### src/rtl/i2cm_status_pkg.sv
package i2cm_status_pkg;
    localparam int STS_W    = 8;
    localparam int B_FLUSH  = 7;
    localparam int B_BUSY   = 6;
    localparam int B_ARB    = 5;
    localparam int B_NACK   = 4;
    localparam int B_RXIRQ  = 3;
    localparam int B_TXIRQ  = 2;
    localparam int B_UNDER  = 1;
    localparam int B_EMPTY  = 0;
    localparam int N_STICKY = 7;

    typedef enum logic {
        FL_IDLE  = 1'b0,
        FL_FLUSH = 1'b1
    } flush_state_t;
endpackage

### src/rtl/i2cm_flag_cell.sv
module i2cm_flag_cell #(
    parameter logic RST_VAL = 1'b0
) (
    input  logic clk,
    input  logic rst_n,
    input  logic set_i,
    input  logic clr_i,
    output logic q_o
);
    always_ff @(posedge clk or negedge rst_n) begin
        if (!rst_n)
            q_o <= RST_VAL;
        else if (set_i)
            q_o <= 1'b1;
        else if (clr_i)
            q_o <= 1'b0;
    end

    a_r10_set_wins: assert property (@(posedge clk) disable iff (!rst_n)
        set_i |=> q_o);
    a_r6_r7_r8_clear: assert property (@(posedge clk) disable iff (!rst_n)
        (clr_i && !set_i) |=> !q_o);
endmodule

### src/rtl/i2cm_flush_fsm.sv
module i2cm_flush_fsm
    import i2cm_status_pkg::*;
(
    input  logic clk,
    input  logic rst_n,
    input  logic start_i,
    input  logic done_i,
    output logic flushing_o
);
    flush_state_t state_q, state_d;

    always_comb begin
        state_d = state_q;
        unique case (state_q)
            FL_IDLE:  if (start_i) state_d = FL_FLUSH;
            FL_FLUSH: if (done_i)  state_d = FL_IDLE;
            default:  state_d = FL_IDLE;
        endcase
    end

    always_ff @(posedge clk or negedge rst_n) begin
        if (!rst_n) state_q <= FL_IDLE;
        else        state_q <= state_d;
    end

    always_comb begin
        flushing_o = (state_q == FL_FLUSH);
    end

    a_r2_flush_hold: assert property (@(posedge clk) disable iff (!rst_n)
        (state_q == FL_FLUSH && !done_i) |=> (state_q == FL_FLUSH));
    a_r2_flush_exit: assert property (@(posedge clk) disable iff (!rst_n)
        (state_q == FL_FLUSH && done_i) |=> (state_q == FL_IDLE));
    a_r2_idle_stays: assert property (@(posedge clk) disable iff (!rst_n)
        (state_q == FL_IDLE && !start_i) |=> (state_q == FL_IDLE));
endmodule

### src/rtl/i2cm_status.sv
module i2cm_status
    import i2cm_status_pkg::*;
(
    input  logic       clk,
    input  logic       rst_n,
    input  logic       sts_rd,
    input  logic       sts_wr,
    input  logic [7:0] sts_wdata,
    input  logic       rxd_rd,
    input  logic       txd_wr,
    input  logic       eng_busy,
    input  logic       eng_arb_lost,
    input  logic       bus_idle,
    input  logic       eng_addr_nack,
    input  logic       eng_rx_byte,
    input  logic       eng_tx_done,
    input  logic       txf_underflow,
    input  logic       txf_empty,
    input  logic       flush_done,
    output logic [7:0] status,
    output logic       flush_master_tx,
    output logic       flush_slave_rx,
    output logic       irq
);
    logic                empty_q;
    logic                empty_rise;
    logic                flushing;
    logic [N_STICKY-1:0] set_v;
    logic [N_STICKY-1:0] clr_v;
    logic [N_STICKY-1:0] flag_q;

    always_ff @(posedge clk or negedge rst_n) begin
        if (!rst_n) empty_q <= 1'b1;
        else        empty_q <= txf_empty;
    end

    always_comb begin
        empty_rise = txf_empty & ~empty_q;
        set_v = '0;
        clr_v = '0;
        set_v[B_EMPTY] = empty_rise;     clr_v[B_EMPTY] = txd_wr;
        set_v[B_UNDER] = txf_underflow;  clr_v[B_UNDER] = txd_wr;
        set_v[B_TXIRQ] = eng_tx_done;    clr_v[B_TXIRQ] = txd_wr;
        set_v[B_RXIRQ] = eng_rx_byte;    clr_v[B_RXIRQ] = rxd_rd;
        set_v[B_NACK]  = eng_addr_nack;  clr_v[B_NACK]  = sts_rd;
        set_v[B_ARB]   = eng_arb_lost;   clr_v[B_ARB]   = bus_idle;
        set_v[B_BUSY]  = eng_busy;       clr_v[B_BUSY]  = ~eng_busy;
    end

    for (genvar i = 0; i < N_STICKY; i++) begin : g_flag
        i2cm_flag_cell #(
            .RST_VAL((i == B_EMPTY) ? 1'b1 : 1'b0)
        ) u_cell (
            .clk  (clk),
            .rst_n(rst_n),
            .set_i(set_v[i]),
            .clr_i(clr_v[i]),
            .q_o  (flag_q[i])
        );
    end

    i2cm_flush_fsm u_flush (
        .clk       (clk),
        .rst_n     (rst_n),
        .start_i   (sts_wr & sts_wdata[B_FLUSH]),
        .done_i    (flush_done),
        .flushing_o(flushing)
    );

    always_comb begin
        status          = {flushing, flag_q};
        flush_master_tx = flushing;
        flush_slave_rx  = flushing;
        irq             = |status[B_ARB:B_TXIRQ];
    end

    a_r4_busy_follow: assert property (@(posedge clk) disable iff (!rst_n)
        1'b1 |=> (status[B_BUSY] == $past(eng_busy)));
    a_r5_arb_hold: assert property (@(posedge clk) disable iff (!rst_n)
        (status[B_ARB] && !bus_idle) |=> status[B_ARB]);
    a_r5_arb_free: assert property (@(posedge clk) disable iff (!rst_n)
        (bus_idle && !eng_arb_lost) |=> !status[B_ARB]);
    a_r8_txw_clear: assert property (@(posedge clk) disable iff (!rst_n)
        (txd_wr && !eng_tx_done && !txf_underflow) |=> (status[B_TXIRQ:B_UNDER] == 2'b00));
endmodule

### config.mk
export PLATFORM = sky130hd
export DESIGN_NAME = i2cm_status
export DESIGN_NICKNAME = d
export VERILOG_FILES = /design/src/rtl/i2cm_status_pkg.sv /design/src/rtl/i2cm_flag_cell.sv /design/src/rtl/i2cm_flush_fsm.sv /design/src/rtl/i2cm_status.sv
export SDC_FILE = /design/constraint.sdc
export NUM_CORES = 1
export LEC_CHECK = 0
export BUFFER_PORTS_ARGS = -buffer_cell sky130_fd_sc_hd__buf_4
export CAP_MARGIN = 20
export CORE_AREA = 10 10 47 49
export DETAILED_ROUTE_END_ITERATION = 12
export DIE_AREA = 0 0 57 59
export HOLD_SLACK_MARGIN = 0.1
export PLACE_DENSITY = 0.69
export SLEW_MARGIN = 30
export SYNTH_ARGS = -nofsm -noshare
export SYNTH_HDL_FRONTEND = slang
export SYNTH_SLANG_ARGS = --single-unit
### constraint.sdc
create_clock -name clk -period 1.31 [get_ports clk]
set_input_delay 0.131 -clock clk [delete_from_list [all_inputs] [get_ports clk]]
set_output_delay 0.131 -clock clk [all_outputs]
set_load 0.05 [all_outputs]
=== Yosys cells after proc, flatten, opt, wreduce, memory -nomap -nowiden ===
Cells that the tools add are included.

* Bits in registers: 9
* Input port bits: 23
* Word-level logic and storage cells: 34
* Output and inout bits: 11

* Bitwise logic cells: 4
* Mux-type cells: 14
* Reductions and logical operators: 7

{| class="wikitable"
|+ Operators with widths
! kind !! number
|-
| 2-to-1 mux 1 bit || 13
|-
| nonzero test 2 bit || 6
|-
| OR reduction 4 bit || 1
|-
| bitwise AND 1 bit || 2
|-
| inverter 1 bit || 2
|-
| one-hot mux 1 bit (2 select lines) || 1
|}

=== Depth between registers and ports, before layout ===
* Depth after elaboration: 3
* Mapped depth: 2

=== Modules after synthesis ===
A second synthesis with hierarchy kept.

* Cells, all modules: 31
* Area total of the unflattened synthesis: 359.1 um2

{| class="wikitable"
|+ By module, submodules not included
! module !! area an instance (um2) !! instances !! sequential area each (um2) !! cells an instance
|-
| i2cm_flag_cell at g_flag[1].u_cell ... || 36.3 || 6 || 25.0 || 3
|-
| i2cm_status || 65.1 || 1 || 26.3 || 7
|-
| i2cm_flush_fsm || 38.8 || 1 || 25.0 || 3
|-
| i2cm_flag_cell at g_flag[0].u_cell || 37.5 || 1 || 26.3 || 3
|}

=== Worst setup path before layout ===
OpenSTA, ideal clock, no wires.

* Kind: reg2out
* From: register g_flag[4].u_cell.q_o
* To: output irq
* Data arrival time: 1.137 ns
* Cell stages (with the launch flop): 2
* Buffers on the path: 0
* Path slack: 0.042 ns
* Data required time: 1.179 ns
* Cell sequence: dfrtp_1 -> or4_1

* Longest elaborated chain between the ends: 1

{| class="wikitable"
|+ Ends and longest elaborated chain
! element !! line !! text
|-
| start: declaration || i2cm_flag_cell.sv:8 || <nowiki>output logic q_o</nowiki>
|-
| start signal: assignment || i2cm_flag_cell.sv:12 || <nowiki>q_o <= RST_VAL;</nowiki>
|-
| start signal: assignment || i2cm_flag_cell.sv:14 || <nowiki>q_o <= 1'b1;</nowiki>
|-
| start signal: assignment || i2cm_flag_cell.sv:16 || <nowiki>q_o <= 1'b0;</nowiki>
|-
| OR reduction 4 bit || i2cm_status.sv:74 || <nowiki>irq = |status[B_ARB:B_TXIRQ];</nowiki>
|-
| end: declaration || i2cm_status.sv:23 || <nowiki>output logic irq</nowiki>
|}

Every way passes these cells.

=== Worst setup path after layout ===
Ends and elaborated chain as after synthesis.

==> results.md <==
- Routing usage on met2: between 10% and 20%
- Non-Filler Instances: slightly below 80
- Port bufs: 26
- Die Area: 3360 sq um
- Area of the multi-input gates: slightly above 70 sq um
- Mux cell area share after synthesis: ~2.6%
- Clk_lat worst skew: between 0.2 and 0.3 ns
- Synthesized flop and latch total: 9
- DIE HEIGHT: about 59 microns
- Max incr delay on CP: about 0.52 ns
- Synth Flop Type: dfrtp_1
- Area leader, netlist: dfrtp_1
- DR vias: 330
- Post-DP HPWL: roughly 800 microns
- GRT met3 Usage: approximately 5.4%
- Setup bufs post-CTS: 0
- Arrival @ worst endpoint: 1.34 ns
- Worst slew margin: between 90% and 100%
- Die width: 57 microns
- I/O Pins: 34
- Overall Power: roughly 0.74 mW
- RSZ-0062 raised after global routing: yes
- Synth Area in XOR/XNOR: 0%
- Hold Crit Class: input pin to register
- H-tree depth: 1
- Sequential area share after synthesis: between 50 and 60%
- Synth Area in Compound Gates: 12.4%
- Initial antenna violation count: 0
- VDD IR max: 0.000774 V
- CTS tree: yes
- Post-Synth Adder-Cell Area: 0%
- Setup-failing EPs final: 1
- CTS clk-pin slew, worst paths: roughly 0.060 ns
- Final period util: 112%
- Fin nets: 87
- Yosys top cell area share: between 40 and 50%
- Worst EP required: about 1.2 ns
- Critical path peak fanout: 3
- Max Clock Skew: 0.0000282 ns
- Initial Utilization: 27.3%
- Yosys warns: 0
- CTS buffer count: 3
- Fmax: just under 0.7 GHz
- Yosys cell types: 10
- Power Dens Cells: ~1100 nW/um^2
- Total clock sinks: 9
- Residual DRC: 0
- WP buf/inv: 1
- GP Congestion: 0.537
- Failing checks: setup timing
- Remaining antenna violation count: 0
- FF+latch area: ~230 sq um
- Most Crowded Layer GR: met2
- Fraction of layout instances using a drive strength above 1: 54.0%
- Root Buffer: clkbuf_4
- # rows: 14
- Setup crit start kind: register
- Crit Path Class: register to output pin
- Vias per cell: roughly 4.2
- Starting DRT DRC Count: 1
- GR Util met1: under 10%
- Outcome: finished, violations left
- Number of synthesized flops with an enable pin: 0
- CP max stage cell: or4_4
- Dpl cells: 66
- Via count of the first global-routing pass: slightly above 400
- Crit end category: output pin
- Count leader, synth: buf_4
- Clock buffer depth: 2
- P_leak: roughly 0.35 nW
- Setup slack after layout: -0.160 ns
- Total gr overflow: 0
- Post-Syn Area per Cell: about 12 sq um
- DR pass1 iterations: 2
- # fillers: ~150
- Core Area: about 1400 sq um
- Area Overhead vs Synth: 72.9%
- Final hold vios: 0
- Synth top area cells: dfrtp_1 46%, buf_4 18%, dfstp_2 14%
- Reg2reg path depth: 2
- DR WL/cell: around 13 microns
- Max cap viols: 0
- Pre-CTS WS: roughly 0.075 ns
- Largest net degree at the start of global routing: 10
- First-pass GRT wire length: 1820 microns
- Syn Inst Count: 32
- GRT Total Usage: 6.86%
- Post-synthesis simple-gate area fraction: around 3%
- N_diodes: 0
- Delay-heaviest family, CP: simple AND/OR/NAND/NOR gates
- Fin crit period: between 1 and 1.5 ns
- Total Routed Length: around 1000 microns
- Total negative slack: -0.160 ns
- WHS Path Cells: 3
- Post-synthesis cell area: 383 sq um
- Worst Max-Slew Pin Slew: between 0.1 and 0.15 ns
- Cells along the critical path: or4_4, buf_6
- CP Depth: 2
- Fraction of registers with async set/reset: between 90% and 100%
- Final Max Slew Viols: 0
- Top cells by count, synth: 9 x buf_4, 7 x dfrtp_1, 5 x inv_1
- Net Count, Synth: 55
- Largest family of logic cells by synthesized area: buffers and inverters
what timing repair did:
action	4_1_cts	5_1_grt
resized for setup	1	1
pin swaps	1	0
hold buffers	9	0
endpoints found under the setup margin	1	1
hold endpoints to repair	17	0
worst paths after layout:
kind                                                   from                          endpoint  slack [ns]
max in group asynchronous                             rst_n                 empty_q$_DFF_PN1_        0.86
hold reg to reg            g_flag[1].u_cell.q_o$_DFFE_PN0P_  g_flag[1].u_cell.q_o$_DFFE_PN0P_        0.49
hold / removal                                 sts_wdata[7]      u_flush.flushing_o$_DFF_PN0_        0.13
setup / recovery           g_flag[4].u_cell.q_o$_DFFE_PN0P_                               irq       -0.16
min in group asynchronous                             rst_n  g_flag[2].u_cell.q_o$_DFFE_PN0P_        0.23
setup reg to reg                          empty_q$_DFF_PN1_  g_flag[0].u_cell.q_o$_DFFE_PN1P_        0.51
metal layers:
metal / part of all wire [%] / up-vias
met5: 0 / -
met3: 11 / 0
li1: - / 157
met2: 58 / 16
met4: 0 / 0
met1: 31 / 157
cell families after synthesis:
group | Yosys count
simple gates | 2
buf+inv | 14
flops | 9
compound gates | 6
mux | 1
cell usage in the layout (no fill, tap or decap):
cell type / synthesis / routed
inv_1: 5 / 5
clkbuf_4: 0 / 3
a21o_1: 4 / 4
mux2i_1: 1 / 1
or4_4: 0 / 1
dfstp_2: 2 / 2
nand2_1: 1 / 1
buf_6: 0 / 1
dfrtp_1: 7 / 7
clkbuf_1: 0 / 1
a22o_1: 1 / 1
dlygate4sd3_1: 0 / 9
buf_4: 9 / 26
a21o_2: 1 / 1
stage by stage:
step | instance area, sq um | hold slack [ns] | utilization [%]
2_1_floorplan | 383 | -0.165 | -
3_3_place_gp | 538 | -0.0405 | 38.4
3_5_place_dp | 538 | -0.0368 | 38.4
4_1_cts | 658 | 0.113 | 47.0
5_1_grt | 662 | 0.145 | 47.2
6_report | 662 | 0.125 | 47.2
sequential cells by signal, indices dropped and copies added (netlist names):
signal,cells
u_flush.flushing_o,1
empty_q,1
g_flag.u_cell.q_o,7
power breakdown:
part	switching, mW	total [mW]	internal (mW)	leakage (nW)
sequential	0.0134	0.314	0.301	0.0990
combinational	0.122	0.214	0.0919	0.234
clock	0.0896	0.207	0.117	0.0150
total	0.226	0.735	0.510	0.348
cell type report:
cell class / instances / share of cell area (%)
flip-flops and latches: 9 / 34.4
multi-input cells: 9 / 11.0
well taps: 16 / 3.02
clock buffers: 4 / 3.97
inverters: 5 / 2.84
repair buffers: 36 / 44.8
tightest hold or removal path, delay by kind of cell:
family        cells  cell delay (ns)
buf+inv           1             0.11
mux               1             0.05
simple gates      1             0.04
Note: power is estimated with default switching activity, not from simulation.
